===== src/rtl/tsc_pkg.sv =====
package tsc_pkg;

    localparam int TIME_W_DEF = 32;
    localparam int CAP_W_DEF  = 21;
    localparam int SYNC_DEF   = 2;

    typedef enum logic {
        EDGE_RISE = 1'b0,
        EDGE_FALL = 1'b1
    } edge_sel_e;

    typedef struct packed {
        logic rise;
        logic fall;
    } edge_evt_t;

    function automatic logic edge_match(edge_sel_e sel, edge_evt_t ev);
        return (sel == EDGE_FALL) ? ev.fall : ev.rise;
    endfunction

endpackage


===== src/rtl/tsc_sync.sv =====
module tsc_sync
    import tsc_pkg::*;
#(
    parameter int STAGES = SYNC_DEF
) (
    input  logic      clk,
    input  logic      rst,
    input  logic      async_in,
    output edge_evt_t evt
);

    logic [STAGES-1:0] chain_q;
    logic              last_q;
    logic              level;

    generate
        if (STAGES == 1) begin : g_single
            always_ff @(posedge clk) begin
                if (rst) chain_q <= '0;
                else     chain_q <= async_in;
            end
        end else begin : g_multi
            always_ff @(posedge clk) begin
                if (rst) chain_q <= '0;
                else     chain_q <= {chain_q[STAGES-2:0], async_in};
            end
        end
    endgenerate

    assign level = chain_q[STAGES-1];

    always_ff @(posedge clk) begin
        if (rst) last_q <= 1'b0;
        else     last_q <= level;
    end

    always_comb begin
        evt.rise = level & ~last_q;
        evt.fall = ~level & last_q;
    end

    // An edge indication lasts a single cycle
    p_rise_single_r3: assert property (@(posedge clk) disable iff (rst)
        evt.rise |=> !evt.rise);
    p_fall_single_r4: assert property (@(posedge clk) disable iff (rst)
        evt.fall |=> !evt.fall);

endmodule


===== src/rtl/tsc_arm.sv =====
module tsc_arm
    import tsc_pkg::*;
#(
    parameter int TIME_W = TIME_W_DEF,
    parameter int CAP_W  = CAP_W_DEF
) (
    input  logic              clk,
    input  logic              rst,
    input  logic              arm_set,
    input  logic              arm_clr,
    input  logic              cfg_wr,
    input  logic              cfg_edge,
    input  edge_evt_t         evt,
    input  logic [TIME_W-1:0] time_lo,
    output logic              cap_ev,
    output logic [CAP_W-1:0]  cap_val
);

    edge_sel_e        sel_q;
    logic             armed_q;
    logic [CAP_W-1:0] cap_q;

    assign cap_ev  = armed_q & edge_match(sel_q, evt);
    assign cap_val = cap_q;

    always_ff @(posedge clk) begin
        if (rst) begin
            sel_q   <= EDGE_RISE;
            armed_q <= 1'b0;
            cap_q   <= '0;
        end else begin
            if (cfg_wr) sel_q <= edge_sel_e'(cfg_edge);
            // capture disarms; a simultaneous arm strobe re-arms
            armed_q <= arm_set | (armed_q & ~arm_clr & ~cap_ev);
            if (cap_ev) cap_q <= time_lo[CAP_W-1:0];
        end
    end

    p_value_r2: assert property (@(posedge clk) disable iff (rst)
        cap_ev |=> cap_val == $past(time_lo[CAP_W-1:0]));
    p_hold_r5: assert property (@(posedge clk) disable iff (rst)
        !cap_ev |=> $stable(cap_val));
    p_oneshot_r5: assert property (@(posedge clk) disable iff (rst)
        cap_ev && !arm_set |=> !armed_q);
    p_disarm_r6: assert property (@(posedge clk) disable iff (rst)
        arm_clr && !arm_set |=> !armed_q);

endmodule


===== src/rtl/tsc_stat.sv =====
module tsc_stat (
    input  logic clk,
    input  logic rst,
    input  logic cap_ev,
    input  logic stat_clr,
    input  logic cap_rd,
    input  logic mask_set,
    input  logic mask_clr,
    output logic stat_raw,
    output logic irq
);

    logic raw_q;
    logic mask_q;

    always_ff @(posedge clk) begin
        if (rst) begin
            raw_q  <= 1'b0;
            mask_q <= 1'b0;
        end else begin
            raw_q  <= cap_ev | (raw_q & ~stat_clr & ~cap_rd);
            mask_q <= mask_set | (mask_q & ~mask_clr);
        end
    end

    assign stat_raw = raw_q;
    assign irq      = raw_q & mask_q;

    p_set_r8: assert property (@(posedge clk) disable iff (rst)
        cap_ev |=> stat_raw);
    p_sticky_r8: assert property (@(posedge clk) disable iff (rst)
        stat_raw && !stat_clr && !cap_rd |=> stat_raw);
    p_clr_r9: assert property (@(posedge clk) disable iff (rst)
        stat_clr && !cap_ev |=> !stat_raw);
    p_rd_r10: assert property (@(posedge clk) disable iff (rst)
        cap_rd && !cap_ev |=> !stat_raw);
    p_race_r11: assert property (@(posedge clk) disable iff (rst)
        cap_ev && (cap_rd || stat_clr) |=> stat_raw);
    p_mask_r12: assert property (@(posedge clk) disable iff (rst)
        mask_clr && !mask_set |=> !irq);

endmodule


===== src/rtl/tstamp_capture.sv =====
module tstamp_capture
    import tsc_pkg::*;
#(
    parameter int TIME_W      = TIME_W_DEF,
    parameter int CAP_W       = CAP_W_DEF,
    parameter int SYNC_STAGES = SYNC_DEF
) (
    input  logic              clk,
    input  logic              rst,
    input  logic              cap_in,
    input  logic [TIME_W-1:0] time_lo,
    input  logic              arm_set,
    input  logic              arm_clr,
    input  logic              cfg_wr,
    input  logic              cfg_edge,
    input  logic              stat_clr,
    input  logic              mask_set,
    input  logic              mask_clr,
    input  logic              cap_rd,
    output logic [CAP_W-1:0]  cap_val,
    output logic              stat_raw,
    output logic              irq
);

    edge_evt_t evt;
    logic      cap_ev;

    tsc_sync #(.STAGES(SYNC_STAGES)) i_sync (
        .clk      (clk),
        .rst      (rst),
        .async_in (cap_in),
        .evt      (evt)
    );

    tsc_arm #(.TIME_W(TIME_W), .CAP_W(CAP_W)) i_arm (
        .clk      (clk),
        .rst      (rst),
        .arm_set  (arm_set),
        .arm_clr  (arm_clr),
        .cfg_wr   (cfg_wr),
        .cfg_edge (cfg_edge),
        .evt      (evt),
        .time_lo  (time_lo),
        .cap_ev   (cap_ev),
        .cap_val  (cap_val)
    );

    tsc_stat i_stat (
        .clk      (clk),
        .rst      (rst),
        .cap_ev   (cap_ev),
        .stat_clr (stat_clr),
        .cap_rd   (cap_rd),
        .mask_set (mask_set),
        .mask_clr (mask_clr),
        .stat_raw (stat_raw),
        .irq      (irq)
    );

endmodule


===== config.mk =====
export PLATFORM = sky130hd
export DESIGN_NAME = tstamp_capture
export DESIGN_NICKNAME = d
export VERILOG_FILES = /design/src/rtl/tsc_pkg.sv /design/src/rtl/tsc_sync.sv /design/src/rtl/tsc_arm.sv /design/src/rtl/tsc_stat.sv /design/src/rtl/tstamp_capture.sv
export SDC_FILE = /design/constraint.sdc
export NUM_CORES = 1
export LEC_CHECK = 0
export CAP_MARGIN = 15
export CORE_ASPECT_RATIO = 0.8
export CORE_UTILIZATION = 36
export CTS_CLUSTER_DIAMETER = 30
export DETAILED_ROUTE_END_ITERATION = 8
export DONT_BUFFER_PORTS = 1
export GPL_ROUTABILITY_DRIVEN = 0
export PLACE_DENSITY = 0.47
export RECOVER_POWER = 50
export SLEW_MARGIN = 10
export SYNTH_ARGS = -nofsm -noshare
export SYNTH_HDL_FRONTEND = slang
export SYNTH_SLANG_ARGS = --single-unit
export TNS_END_PERCENT = 10

===== constraint.sdc =====
create_clock -name clk -period 2.5 [get_ports clk]
set_input_delay 0.375 -clock clk [delete_from_list [all_inputs] [get_ports clk]]
set_output_delay 0.375 -clock clk [all_outputs]
set_load 0.005 [all_outputs]

==> impl_metrics.py <==
metrics = {
    "outcome": {
        "status": "finished clean",
    },
    "setup_path": {
        "timing.rr.start": "i_arm.sel_q",
        "crit_type": "reg -> reg",
        "r2r_setup_slack_ns": 1.06,
        "critPathLaunchType": "register",
        "reg2reg_depth": 3,
        "slowest_delay_ns": 0.51,
        "crit_required_ns": 2.69,
        "crit_path_end_kind": "register",
        "crit_path_max_fanout": 21,
        "arrival_ns": 1.63,
        "crit_chain": "nand4bb_1, nand2_2, mux2i_1",
        "startpoint": "i_arm.sel_q",
        "cpMaxStageDelayCell": "nand2_2",
    },
    "placed_design": {
        "portBuffers": 0,
        "dp_cells": 151,
        "placed_cell_area_um2": 1207,
        "dp_slack_ns": 1.044,
    },
    "sta": {
        "fin_crit_ns": 1.439,
        "worst_slew_pin_slew_ns": 0.6478,
        "maxSlewHeadroom": 0.5666,
        "setup_viol": 0,
        "drv_slew": 0,
        "fin_crit_sh": 0.5756,
        "fin_setup_tns_ns": 0,
        "finalHoldViolCount": 0,
        "fmax_mhz": 694.9,
        "grt_setup_unrepaired": "no",
        "skew_ns": 0.004594,
        "layout_setup_ws_ns": 1.061,
    },
    "finish": {
        "diodes": 0,
        "layout-drive-gt1-share": 0.03509,
        "final_common_cell": "nand2b_1",
        "fin_area_um2": 1249,
        "syn_to_final_growth_pct": 4.067,
        "final_cell_mix": "42 x nand2b_1, 28 x dfxtp_1, 22 x mux2i_1",
        "instances_no_fill": 154,
        "nets": 159,
    },
    "clock_network": {
        "root_buffer": "clkbuf_8",
        "cts_tree": "yes",
        "path_clk_slew_ns": 0.09,
        "cts_buffers": 3,
        "cts_resized": 0,
        "clock_sinks": 28,
        "cts_setup_buffers": 0,
        "hold_buffers": 0,
        "cts_max_level": 1,
        "cts_buffer_depth": 2,
        "insertion_delay_ns": 0.26,
    },
    "die": {
        "dieArea_um2": 3569,
        "die_h_um": 53.64,
        "die_w_um": 66.55,
        "fp.coreArea_um2": 3131,
        "start_util": 0.3833,
        "floorplan.rows": 18,
        "ios": 66,
    },
    "power_and_ir_drop": {
        "power_per_cell_area_nw_per_um2": 585.7,
        "power_uw": 731.4,
        "ir_worst_vdd_mv": 0.2717,
        "power_leakage_uw": 0.0004212,
    },
    "route": {
        "vias": 733,
        "viasPerCell": 4.760,
        "wl_per_cell_um": 12.80,
        "first_pass_iters": 3,
        "totalWireLength_um": 1971,
        "drt_iter0_drc": 16,
        "drc_errors": 0,
        "ant_nets": 0,
    },
    "global_route": {
        "grt_pass1_vias": 691,
        "gr-total-overflow": 0,
        "grt_usage": 0.1203,
        "antenna_found_initial": 0,
        "grt_pass1_wl_um": 3139,
        "grt_max_degree": 50,
    },
    "worst_hold_path": {
        "hold_class": "in -> reg",
        "worstHoldStart": "rst",
        "hold_depth": 1,
    },
    "synthesis": {
        "yosys_warnings": 0,
        "synth_cell_types": 19,
        "synth_seq_cells": 28,
        "synth.avg_cell_area_um2": 10.17,
        "ys.flop_type": "dfxtp_1",
        "ys_seq_area_frac": 0.4672,
        "syn_nets": 161,
        "syn_inst": 118,
        "synth_area_um2": 1200,
        "async_reset_ff_frac": 0,
        "synth_edf_count": 0,
    },
    "flow_run": {
        "cap_violations": 0,
    },
}
==> final cells by class <==
cell class / instances / area (um^2)
fill: 317 / 1882
clock buffer: 3 / 41.29
multi-input combinational: 81 / 589.3
tap: 40 / 50.05
sequential: 28 / 560.5
inverter: 2 / 7.507
==> where the power goes <==
part | total (uW) | leakage (uW) | switching, uW | internal, uW
clock network | 232 | 0.0000216 | 124 | 108
logic | 36.1 | 0.000172 | 11.8 | 24.3
registers | 463 | 0.000227 | 7.49 | 456
==> path summary, 6_finish.rpt <==
kind                       endpoint
setup / recovery  i_arm.cap_val[10]
hold / removal      i_stat.stat_raw
setup reg to reg  i_arm.cap_val[10]
hold reg to reg   i_sync.chain_q[1]
==> Yosys cell counts (2+ instances only) <==
library cell / instances / area (um^2)
nand2b_1: 42 / 262.8
dfxtp_1: 28 / 560.5
mux2i_1: 22 / 220.2
clkbuf_1: 4 / 15.01
nor2_1: 4 / 15.01
nor2b_1: 3 / 18.77
buf_6: 2 / 22.52
inv_1: 2 / 7.510
==> routing by layer <==
metal / share of wire / wire length (um) / track usage
met3: 0.11 / 210 / 0.06992
met2: 0.49 / 956 / 0.2222
met1: 0.41 / 799 / 0.1228
met4: 0.0020 / 4 / 0.01064
met5: 0 / 0 / 0
==> state kept, by name, summed over array words and instances, names as in the netlist <==
| signal | count |
|---|---|
| i_stat.mask_q | 1 |
| i_sync.last_q | 1 |
| i_arm.sel_q | 1 |
| i_stat.stat_raw | 1 |
| i_arm.cap_val | 21 |
| i_sync.chain_q | 2 |
| i_arm.armed_q | 1 |
==> worst max-delay path: cells and delay by family, from the launching register on <==
family           cells  cell delay [ns]
AND/OR/NAND/NOR      2             0.73
flip-flops           1             0.36
multiplexers         1             0.26
==> kinds of logic after synthesis <==
logic type,count (synthesis),share of synthesized area
AOI/OAI and AO/OA,3,0.01668
buffers and inverters,9,0.04170
muxes,22,0.1835
and+or+nand+nor,56,0.2909
DFF,28,0.4672
==> stage by stage <==
step,hold WS (ns),utilization
floorplan,0.4138,-
global placement,0.4231,0.3857
detailed placement,0.4362,0.3857
CTS,0.1524,0.3989
global route,0.1472,0.3989
finish,0.1704,0.3989
(Power assumes the default switching activity.)
